### config.mk
export PLATFORM = sky130hd
export DESIGN_NAME = hp_slot_seq
export DESIGN_NICKNAME = d
export VERILOG_FILES = /design/src/rtl/hps_pkg.sv /design/src/rtl/hps_settle_timer.sv /design/src/rtl/hps_seq_fsm.sv /design/src/rtl/hps_slot_drive.sv /design/src/rtl/hp_slot_seq.sv
export SDC_FILE = /design/constraint.sdc
export NUM_CORES = 1
export LEC_CHECK = 0
export ABC_CLOCK_PERIOD_IN_PS = 1800
export CAP_MARGIN = 20
export CELL_PAD_IN_SITES_DETAIL_PLACEMENT = 0
export CELL_PAD_IN_SITES_GLOBAL_PLACEMENT = 1
export CORE_UTILIZATION = 25
export CTS_CLUSTER_DIAMETER = 40
export CTS_CLUSTER_SIZE = 20
export DETAILED_ROUTE_END_ITERATION = 7
export MAX_ROUTING_LAYER = met4
export PLACE_DENSITY = 0.57
export SLEW_MARGIN = 10
export SYNTH_ARGS = -nofsm -noshare
export SYNTH_HDL_FRONTEND = slang
export SYNTH_SLANG_ARGS = --single-unit
export TNS_END_PERCENT = 100
### constraint.sdc
create_clock -name clk -period 1.8 [get_ports clk]
set_input_delay 0.27 -clock clk [delete_from_list [all_inputs] [get_ports clk]]
set_output_delay 0.27 -clock clk [all_outputs]
set_load 0.005 [all_outputs]
### src/rtl/hps_pkg.sv
package hps_pkg;

    typedef enum logic [2:0] {
        ST_OFF       = 3'd0,
        ST_POWERED   = 3'd1,
        ST_RESET     = 3'd2,
        ST_CLOCKED   = 3'd3,
        ST_CONNECTED = 3'd4
    } slot_state_e;

    typedef struct packed {
        slot_state_e state;
        logic        err;
    } fsm_reg_t;

    typedef struct packed {
        logic rst_req;
        logic w32;
    } drv_reg_t;

endpackage

### src/rtl/hps_settle_timer.sv
module hps_settle_timer #(
    parameter int CNT_W = 8
) (
    input  logic             clk,
    input  logic             rst_n,
    input  logic             run,
    input  logic [CNT_W-1:0] limit,
    output logic             done
);

    logic [CNT_W-1:0] cnt_d, cnt_q;

    always_comb begin
        cnt_d = '0;
        if (run) begin
            cnt_d = (cnt_q == limit) ? cnt_q : cnt_q + 1'b1;
        end
    end

    always_ff @(posedge clk or negedge rst_n) begin
        if (!rst_n) cnt_q <= '0;
        else        cnt_q <= cnt_d;
    end

    assign done = run && (cnt_q == limit);

    // a break in the run condition restarts the settling count
    a_r7_restart: assert property (@(posedge clk) disable iff (!rst_n)
        !run |=> cnt_q == '0);

endmodule

### src/rtl/hps_seq_fsm.sv
module hps_seq_fsm
    import hps_pkg::*;
(
    input  logic        clk,
    input  logic        rst_n,
    input  logic        ctl_pwr,
    input  logic        ctl_rst_n,
    input  logic        ctl_clk_n,
    input  logic        ctl_req64_n,
    input  logic        ctl_bus_en,
    input  logic        cfg_auto,
    input  logic        pwr_good,
    input  logic        settle_done,
    output slot_state_e state,
    output logic        err,
    output logic        settle_run
);

    fsm_reg_t fsm_d, fsm_q;
    logic     width_ok;
    logic     early;

    assign width_ok = !ctl_req64_n;

    always_comb begin
        early = !cfg_auto && ctl_bus_en &&
                ((fsm_q.state == ST_POWERED) || (fsm_q.state == ST_RESET) ||
                 ((fsm_q.state == ST_CLOCKED) && !width_ok));

        fsm_d     = fsm_q;
        fsm_d.err = fsm_q.err | early;

        unique case (fsm_q.state)
            ST_OFF: begin
                if (ctl_pwr) fsm_d.state = ST_POWERED;
            end
            ST_POWERED: begin
                if (pwr_good && !ctl_rst_n) fsm_d.state = ST_RESET;
            end
            ST_RESET: begin
                if (!ctl_clk_n) fsm_d.state = ST_CLOCKED;
            end
            ST_CLOCKED: begin
                if (ctl_clk_n)
                    fsm_d.state = ST_RESET;
                else if (cfg_auto ? settle_done : (ctl_bus_en && width_ok))
                    fsm_d.state = ST_CONNECTED;
            end
            ST_CONNECTED: begin
                if (ctl_clk_n)
                    fsm_d.state = ST_RESET;
                else if (!cfg_auto && !ctl_bus_en)
                    fsm_d.state = ST_CLOCKED;
            end
            default: fsm_d.state = ST_OFF;
        endcase

        if (!ctl_pwr) begin
            fsm_d.state = ST_OFF;
            fsm_d.err   = 1'b0;
        end
    end

    always_ff @(posedge clk or negedge rst_n) begin
        if (!rst_n) fsm_q <= '{state: ST_OFF, err: 1'b0};
        else        fsm_q <= fsm_d;
    end

    assign state      = fsm_q.state;
    assign err        = fsm_q.err;
    assign settle_run = ctl_pwr && cfg_auto && pwr_good && width_ok &&
                        !ctl_clk_n && (fsm_q.state == ST_CLOCKED);

    // removing power always lands in OFF with the error cleared
    a_r9_power_clear: assert property (@(posedge clk) disable iff (!rst_n)
        !ctl_pwr |=> (fsm_q.state == ST_OFF) && !fsm_q.err);

    // reset step is never taken without power-good
    a_r3_needs_pg: assert property (@(posedge clk) disable iff (!rst_n)
        (fsm_q.state == ST_POWERED) && !pwr_good |=> fsm_q.state != ST_RESET);

    // an early manual enable raises the error flag
    a_r8_early_flag: assert property (@(posedge clk) disable iff (!rst_n)
        ctl_pwr && !cfg_auto && ctl_bus_en &&
        ((fsm_q.state == ST_POWERED) || (fsm_q.state == ST_RESET)) |=> fsm_q.err);

    // the error flag is sticky while power stays requested
    a_r8_sticky: assert property (@(posedge clk) disable iff (!rst_n)
        ctl_pwr && fsm_q.err |=> fsm_q.err);

endmodule

### src/rtl/hps_slot_drive.sv
module hps_slot_drive
    import hps_pkg::*;
(
    input  logic        clk,
    input  logic        rst_n,
    input  slot_state_e state,
    input  logic        ctl_rst_n,
    input  logic        ctl_width32,
    output logic        slot_pwr_on,
    output logic        slot_rst_act,
    output logic        slot_clk_en,
    output logic        slot_width32,
    output logic        bus_sw_en
);

    drv_reg_t drv_d, drv_q;

    always_comb begin
        drv_d.rst_req = !ctl_rst_n;
        drv_d.w32     = ctl_width32;
    end

    always_ff @(posedge clk or negedge rst_n) begin
        if (!rst_n) drv_q <= '{rst_req: 1'b1, w32: 1'b0};
        else        drv_q <= drv_d;
    end

    assign slot_pwr_on  = (state != ST_OFF);
    assign slot_rst_act = (state == ST_OFF) || drv_q.rst_req;
    assign slot_clk_en  = (state == ST_CLOCKED) || (state == ST_CONNECTED);
    assign bus_sw_en    = (state == ST_CONNECTED);
    assign slot_width32 = drv_q.w32;

    // width indication follows the software bit one edge later
    a_r5_width_follow: assert property (@(posedge clk) disable iff (!rst_n)
        1'b1 |=> slot_width32 == $past(ctl_width32));

endmodule

### src/rtl/hp_slot_seq.sv
module hp_slot_seq
    import hps_pkg::*;
#(
    parameter int CNT_W = 8
) (
    input  logic             clk,
    input  logic             rst_n,
    input  logic             ctl_pwr,
    input  logic             ctl_rst_n,
    input  logic             ctl_clk_n,
    input  logic             ctl_req64_n,
    input  logic             ctl_width32,
    input  logic             ctl_bus_en,
    input  logic             cfg_auto,
    input  logic             pwr_good,
    input  logic [CNT_W-1:0] settle_cycles,
    output logic             slot_pwr_on,
    output logic             slot_rst_act,
    output logic             slot_clk_en,
    output logic             slot_width32,
    output logic             bus_sw_en,
    output logic             seq_err,
    output logic [2:0]       seq_state
);

    slot_state_e state;
    logic        settle_run;
    logic        settle_done;

    hps_settle_timer #(.CNT_W(CNT_W)) u_timer (
        .clk   (clk),
        .rst_n (rst_n),
        .run   (settle_run),
        .limit (settle_cycles),
        .done  (settle_done)
    );

    hps_seq_fsm u_fsm (
        .clk         (clk),
        .rst_n       (rst_n),
        .ctl_pwr     (ctl_pwr),
        .ctl_rst_n   (ctl_rst_n),
        .ctl_clk_n   (ctl_clk_n),
        .ctl_req64_n (ctl_req64_n),
        .ctl_bus_en  (ctl_bus_en),
        .cfg_auto    (cfg_auto),
        .pwr_good    (pwr_good),
        .settle_done (settle_done),
        .state       (state),
        .err         (seq_err),
        .settle_run  (settle_run)
    );

    hps_slot_drive u_drive (
        .clk          (clk),
        .rst_n        (rst_n),
        .state        (state),
        .ctl_rst_n    (ctl_rst_n),
        .ctl_width32  (ctl_width32),
        .slot_pwr_on  (slot_pwr_on),
        .slot_rst_act (slot_rst_act),
        .slot_clk_en  (slot_clk_en),
        .slot_width32 (slot_width32),
        .bus_sw_en    (bus_sw_en)
    );

    assign seq_state = state;

    // switches only ever close from the clocked step
    a_r6_from_clocked: assert property (@(posedge clk) disable iff (!rst_n)
        $rose(bus_sw_en) |-> $past(seq_state) == 3'd3);

    // in automatic mode a switch closure needs power-good
    a_r7_auto_pg: assert property (@(posedge clk) disable iff (!rst_n)
        cfg_auto && $past(cfg_auto) && $rose(bus_sw_en) |-> $past(pwr_good));

    // teardown of every slot signal on one edge
    a_r9_same_edge: assert property (@(posedge clk) disable iff (!rst_n)
        (seq_state != 3'd0) && !ctl_pwr |=>
        !bus_sw_en && !slot_clk_en && slot_rst_act && !slot_pwr_on);

endmodule

==> results of run 1 <==
logic make-up (layout without fill, tap and decap cells):
family	after synthesis	in the layout	synth area share, %
DFF	14	14	36.9
buffers and inverters	7	44	4.47
and+or+nand+nor	40	40	28.1
xor gates and xnor gates	15	15	13.8
adders and majority gates	2	2	2.37
AOI/OAI and AO/OA	20	20	13.3
muxes	1	1	1.05
layer usage:
layer / vias to the layer above / track usage [%] / part of all wire [%]
met3: 2 / 3.08 / 4.3
met2: 17 / 23.3 / 52
met4: 0 / 4.26 / 0.60
met5: - / - / 0
met1: 401 / 14.9 / 43
li1: 416 / - / -
how the worst max path moves through the flow:
stage / start / to / depth (start not counted)
finish: u_fsm.state[0] / slot_clk_en / 3
global route: u_timer.cnt_q[4] / u_fsm.state[2] / 6
CTS: u_fsm.state[2] / slot_pwr_on / 2
detailed placement: settle_cycles[5] / u_fsm.state[2] / 7
global placement: settle_cycles[5] / u_fsm.state[2] / 7
floorplan: u_fsm.state[0] / u_fsm.state[0] / 6
per-stage QoR:
step                hold WS, ns  setup WS [ns]  setup TNS, ns  instance area (µm²)  util [%]
floorplan               -0.0256          0.209              0                  952         -
global placement          0.494        -0.0703         -0.185                 1320      36.0
detailed placement        0.488        -0.0869         -0.268                 1320      36.0
CTS                       0.357         0.0158              0                 1380      37.7
global route              0.361         0.0186              0                 1390      37.9
finish                    0.353          0.128              0                 1390      37.9
registers in the layout, summed over array words and instances (netlist names):
signal	flops
u_fsm.state	3
u_drive.slot_width32	1
u_drive.drv_q	1
u_timer.cnt_q	8
u_fsm.err	1
repair_timing:
| item | 4_1_cts | 5_1_grt |
|---|---|---|
| resized for setup | 4 | 2 |
| setup buffers | 1 | 0 |
| setup endpoints to repair | 4 | 2 |
power groups by stage:
| stage | Sequential, W | Clock, W | Combinational, W |
|---|---|---|---|
| floorplan | 0.000339 | 0 | 0.0000802 |
| global route | 0.000335 | 0.000333 | 0.000211 |
| global placement | 0.000339 | 0 | 0.000192 |
| finish | 0.000334 | 0.000302 | 0.000194 |
| detailed placement | 0.000341 | 0 | 0.000193 |
| CTS | 0.000334 | 0.000314 | 0.000199 |
synth_stat cells, types with 2 or more instances:
| cell type | number |
|---|---|
| o21ai_0 | 4 |
| a211oi_1 | 2 |
| dfrtp_1 | 13 |
| buf_6 | 2 |
| nand4_1 | 2 |
| nand2_1 | 8 |
| a21oi_1 | 6 |
| nor2_1 | 10 |
| nand2b_1 | 3 |
| inv_1 | 3 |
| xor2_1 | 8 |
| nor4_4 | 2 |
| nor2b_1 | 2 |
| nand3_1 | 2 |
| xnor2_1 | 7 |
final cells by class:
type                       count  share of cell area [%]
sequential                    14                    25.3
clock buffer                   4                    3.96
multi-input combinational     78                    41.0
timing repair buffer          37                    24.6
inverter                       3                   0.811
tap                           48                    4.32
worst max-delay path: stages, from the launching register on:
cell	delay, ns
dfrtp_1	0.40
or3b_4	0.42
o21ai_0	0.09
dlygate4sd2_1	0.26
==> flow_summary.json, run 1 <==
{
  "synth_cells": 99,
  "cts_tree": "yes",
  "grt_overflow": 0,
  "worst_pin_slew_ns": 0.411,
  "drive_above_1_share_pct": 19.1,
  "core_mm2": 0.00366,
  "yosysWarnings": 0,
  "antenna_found_initial": 0,
  "drc": 0,
  "cp_data_required_time_ns": 1.53,
  "hold_viol": 0,
  "clockPowerShare_pct": 36.4,
  "detail_route.wl_per_cell_um": 12.7,
  "fin_crit_sh_pct": 92.9,
  "fin_worst_skew_ns": 0.00191,
  "track_usage_pct": 13.3,
  "multi_input_area_um2": 569,
  "async_reset_ff_share_pct": 100,
  "outcome": "finished, final reports clean",
  "ys_types": 40,
  "r2r_cells": 6,
  "switching_power_w": 0.000199,
  "regToRegEndpoint": "u_fsm.state[2]",
  "switching_share_pct": 23.9,
  "n_antenna_cell": 0,
  "yosys-top-cells-area": "dfrtp_1, xor2_1, xnor2_1",
  "r2r_slack_ns": 0.15,
  "cap_violations": 0,
  "ys_seq_elements": 14,
  "initial_utilization_pct": 26.0,
  "worstPathArrival_ns": 1.40,
  "routabilityCongestion": 0.805,
  "clk_path_buf_depth": 2,
  "final-setup-viol-count": 0,
  "core.rowCount": 22,
  "reg2reg_from": "u_timer.cnt_q[4]",
  "final_cell_mix": "clkdlybuf4s50_1, dfrtp_1, buf_4",
  "antenna_left": 0,
  "power_w": 0.000830,
  "final_max_slew_viol_count": 0,
  "cp_max_fo": 3,
  "io_buffers": 26,
  "synth_area_leader_cell": "dfrtp_1",
  "dp.final_hpwl_um": 1790,
  "cts_max_level": 1,
  "startpoint_type": "register",
  "via_per_inst": 4.54,
  "grt_max_degree": 15,
  "yosysTopAreaCellShare_pct": 34.2,
  "relSlewSlack_pct": 71.9,
  "critical_path_class": "reg -> out",
  "max-vdd-ir-drop_v": 0.000171,
  "synth_area_um2": 952,
  "area_growth_pct": 45.9,
  "ioPinCount": 27,
  "first_pass_iters": 4,
  "seqCellArea_um2": 352,
  "stdcell_count": 184,
  "holdBufCountCts": 0,
  "grt_pass1_wl_um": 4080,
  "dr_total_vias": 836,
  "powerDensity_mw_per_mm2": 597,
  "clkTransAtPathRegs_ns": 0.06,
  "cts_sinks": 14,
  "finish.net_count": 156,
  "drt_iter0_markers": 10,
  "numPlacedInstances": 179,
  "synth_edf_count": 0,
  "clock-root-buffer": "clkbuf_8",
  "hold_path_class": "in -> async",
  "dieArea_mm2": 0.00406,
  "cts_buffers": 3,
  "ys.flop_type": "dfrtp_1",
  "drt-total-wl_um": 2330,
  "layout.cells.most_common": "clkdlybuf4s50_1",
  "p_int_w": 0.000631,
  "fillerInstances": 386,
  "cp-end-kind": "output port",
  "avgSynthCellArea_um2": 9.62,
  "die_y_um": 63.7,
  "clk_latency_ns": 0.24,
  "min_period_ns": 1.67,
  "fmax_mhz": 598,
  "leakage_nw": 0.591,
  "rsz0062_at_grt": "no",
  "combPwrFrac_pct": 23.4,
  "seq_area_frac_synth_pct": 36.9,
  "power_frac_seq_pct": 40.3,
  "grt_pass1_vias": 893,
  "die_x_um": 63.7,
  "syn-num-nets": 118
}
No activity file was read; power rests on OpenSTA's default activity.
==> inputs of run 2 (changes only) <==
--- a/config.mk
+++ b/config.mk
@@ -9,6 +9,7 @@
 export CAP_MARGIN = 20
 export CELL_PAD_IN_SITES_DETAIL_PLACEMENT = 0
 export CELL_PAD_IN_SITES_GLOBAL_PLACEMENT = 1
+export CORE_ASPECT_RATIO = 1.25
 export CORE_UTILIZATION = 25
 export CTS_CLUSTER_DIAMETER = 40
 export CTS_CLUSTER_SIZE = 20
==> run 2 against run 1 <==
Effect of this change:
- the flow now finishes with violations (design-rule violations)
- utilization is 0.58 points higher
- die area hardly changed
- clock-buffer cell count unchanged
- maximum frequency is 2.5% lower
- non-clock buffer count rose by 1
- first-iteration DRC count grew to 3.9 times the previous value
- worst setup slack lost 0.042 ns
- cell count fell by 4.3%
- largest cell class unchanged
==> flow_summary.json, run 2 (synthesis results as in run 1) <==
{
  "antenna_found_initial": 0,
  "grt_pass1_wl_um": 3860,
  "first_pass_iters": 6,
  "regMostFlops": "u_timer.cnt_q",
  "powerDensity_mw_per_mm2": 578,
  "dieArea_mm2": 0.00406,
  "leakage_nw": 0.592,
  "final-setup-viol-count": 0,
  "place_ws_ns": -0.0639,
  "clk_path_buf_depth": 2,
  "outcome": "finished, violations left",
  "clkTransAtPathRegs_ns": 0.06,
  "grt_max_degree": 15,
  "n_antenna_cell": 0,
  "max-vdd-ir-drop_v": 0.000137,
  "antenna_left": 0,
  "cts_buffers": 3,
  "fillerInstances": 376,
  "final_max_slew_viol_count": 0,
  "core_mm2": 0.00357,
  "drt-total-wl_um": 2250,
  "fin_ws_ns": 0.0854,
  "grt_overflow": 0,
  "final_area_mm2": 0.00138,
  "critical_path_class": "reg -> reg",
  "multi_input_area_um2": 571,
  "fin_crit_sh_pct": 95.3,
  "finish.net_count": 157,
  "drive_above_1_share_pct": 20.4,
  "rsz0062_at_grt": "no",
  "die_y_um": 71,
  "fmax_mhz": 583,
  "io_buffers": 26,
  "final_cell_mix": "clkdlybuf4s50_1, dfrtp_1, buf_4",
  "place_area_mm2": 0.00131,
  "startpoint_type": "register",
  "cap_violations": 0,
  "min_period_ns": 1.71,
  "track_usage_pct": 12.8,
  "max_stage_delay_ns": 0.41,
  "worst_pin_slew_ns": 0.427,
  "cts_sinks": 14,
  "area_growth_pct": 44.5,
  "drt_iter0_markers": 39,
  "crit_chain": "or3b_4, buf_4, or2_4, a21oi_2, o21ai_2, mux2i_1",
  "die_x_um": 57.2,
  "relSlewSlack_pct": 70.8,
  "layout.cells.most_common": "clkdlybuf4s50_1",
  "drc": 4,
  "hold_path_class": "in -> async",
  "cp-end-kind": "register",
  "dp.final_hpwl_um": 1790,
  "initial_utilization_pct": 26.6,
  "core.rowCount": 24,
  "worstPathArrival_ns": 1.84,
  "fin_worst_skew_ns": 0.000856,
  "cp_max_fo": 4,
  "largest_reg_flops": 8,
  "hold_viol": 0,
  "clk_latency_ns": 0.24,
  "routabilityCongestion": 0.790,
  "crit_slowest_cell": "or3b_4",
  "seqCellArea_um2": 352,
  "dr_total_vias": 853,
  "cts_tree": "yes",
  "detail_route.wl_per_cell_um": 12.8,
  "ioPinCount": 27,
  "cp_data_required_time_ns": 1.92,
  "grt_pass1_vias": 878,
  "via_per_inst": 4.85,
  "violations": "design-rule violations",
  "clock-root-buffer": "clkbuf_8",
  "cts_max_level": 1
}
==> run 2: layer usage <==
metal / part of all wire (%) / track usage, % / up-vias
met5: 0 / - / -
met3: 4.8 / 1.28 / 9
met4: 2.8 / 7.32 / 0
li1: - / - / 421
met2: 51 / 22.7 / 34
met1: 41 / 13.6 / 389
==> run 2: worst max-delay path: cells and delay by family (launching register included) <==
family                 cells  cell delay [ns]
and+or+nand+nor            2             0.63
DFF                        1             0.40
AOI/OAI and AO/OA          2             0.29
buffers and inverters      1             0.15
muxes                      1             0.12
==> run 2: layout make-up <==
cell class | count | area share, %
Sequential cell | 14 | 25.5
Clock buffer | 4 | 3.27
Tap cell | 39 | 3.55
Timing Repair Buffer | 38 | 25.4
Multi-Input combinational cell | 78 | 41.5
Inverter | 3 | 0.818
==> run 2: repair_timing <==
action / 4_1_cts / 5_1_grt
endpoints found under the setup margin: 4 / 4
gates resized for setup: 3 / 7
hold buffers: 0 / 0
setup buffers: 1 / 0
pin swaps: 1 / 4
==> run 2: power breakdown <==
part	total, W	internal [W]	switching, W	leakage, nW
combinational	0.000196	0.000112	0.0000835	0.382
sequential	0.000334	0.000327	0.00000782	0.188
clock	0.000265	0.000156	0.000108	0.0228
==> run 2: worst paths after layout <==
check                          startpoint                   end  slack [ns]  cells past startpoint
setup / recovery           u_fsm.state[0]        u_fsm.state[2]        0.09                      6
setup reg to reg           u_fsm.state[0]        u_fsm.state[2]        0.09                      6
max in group asynchronous           rst_n      u_drive.drv_q[1]        1.22                      2
min in group clk              ctl_width32  u_drive.slot_width32        0.48                      1
hold / removal                      rst_n      u_timer.cnt_q[6]        0.34                      2
hold reg to reg                 u_fsm.err             u_fsm.err        0.51                      1
==> run 2: through the flow <==
stage | TNS (ns) | hold WS [ns] | std cells | power, W | util [%]
after global routing | 0 | 0.356 | 176 | 0.000848 | 38.5
after CTS | -0.0988 | 0.350 | 176 | 0.000810 | 38.2
final | 0 | 0.339 | 176 | 0.000795 | 38.5
after floorplan | 0 | -0.0256 | 99 | 0.000419 | -
after global placement | -0.197 | 0.481 | 171 | 0.000534 | 36.7
after detailed placement | -0.216 | 0.505 | 171 | 0.000535 | 36.7
==> inputs of run 3 (changes only) <==
--- a/config.mk
+++ b/config.mk
@@ -6,7 +6,7 @@
 export NUM_CORES = 1
 export LEC_CHECK = 0
 export ABC_CLOCK_PERIOD_IN_PS = 1800
-export CAP_MARGIN = 20
+export CAP_MARGIN = 40
 export CELL_PAD_IN_SITES_DETAIL_PLACEMENT = 0
 export CELL_PAD_IN_SITES_GLOBAL_PLACEMENT = 1
 export CORE_ASPECT_RATIO = 1.25
==> results of run 3 <==
The final DEF is identical to that of run 2; final timing and power are the same.
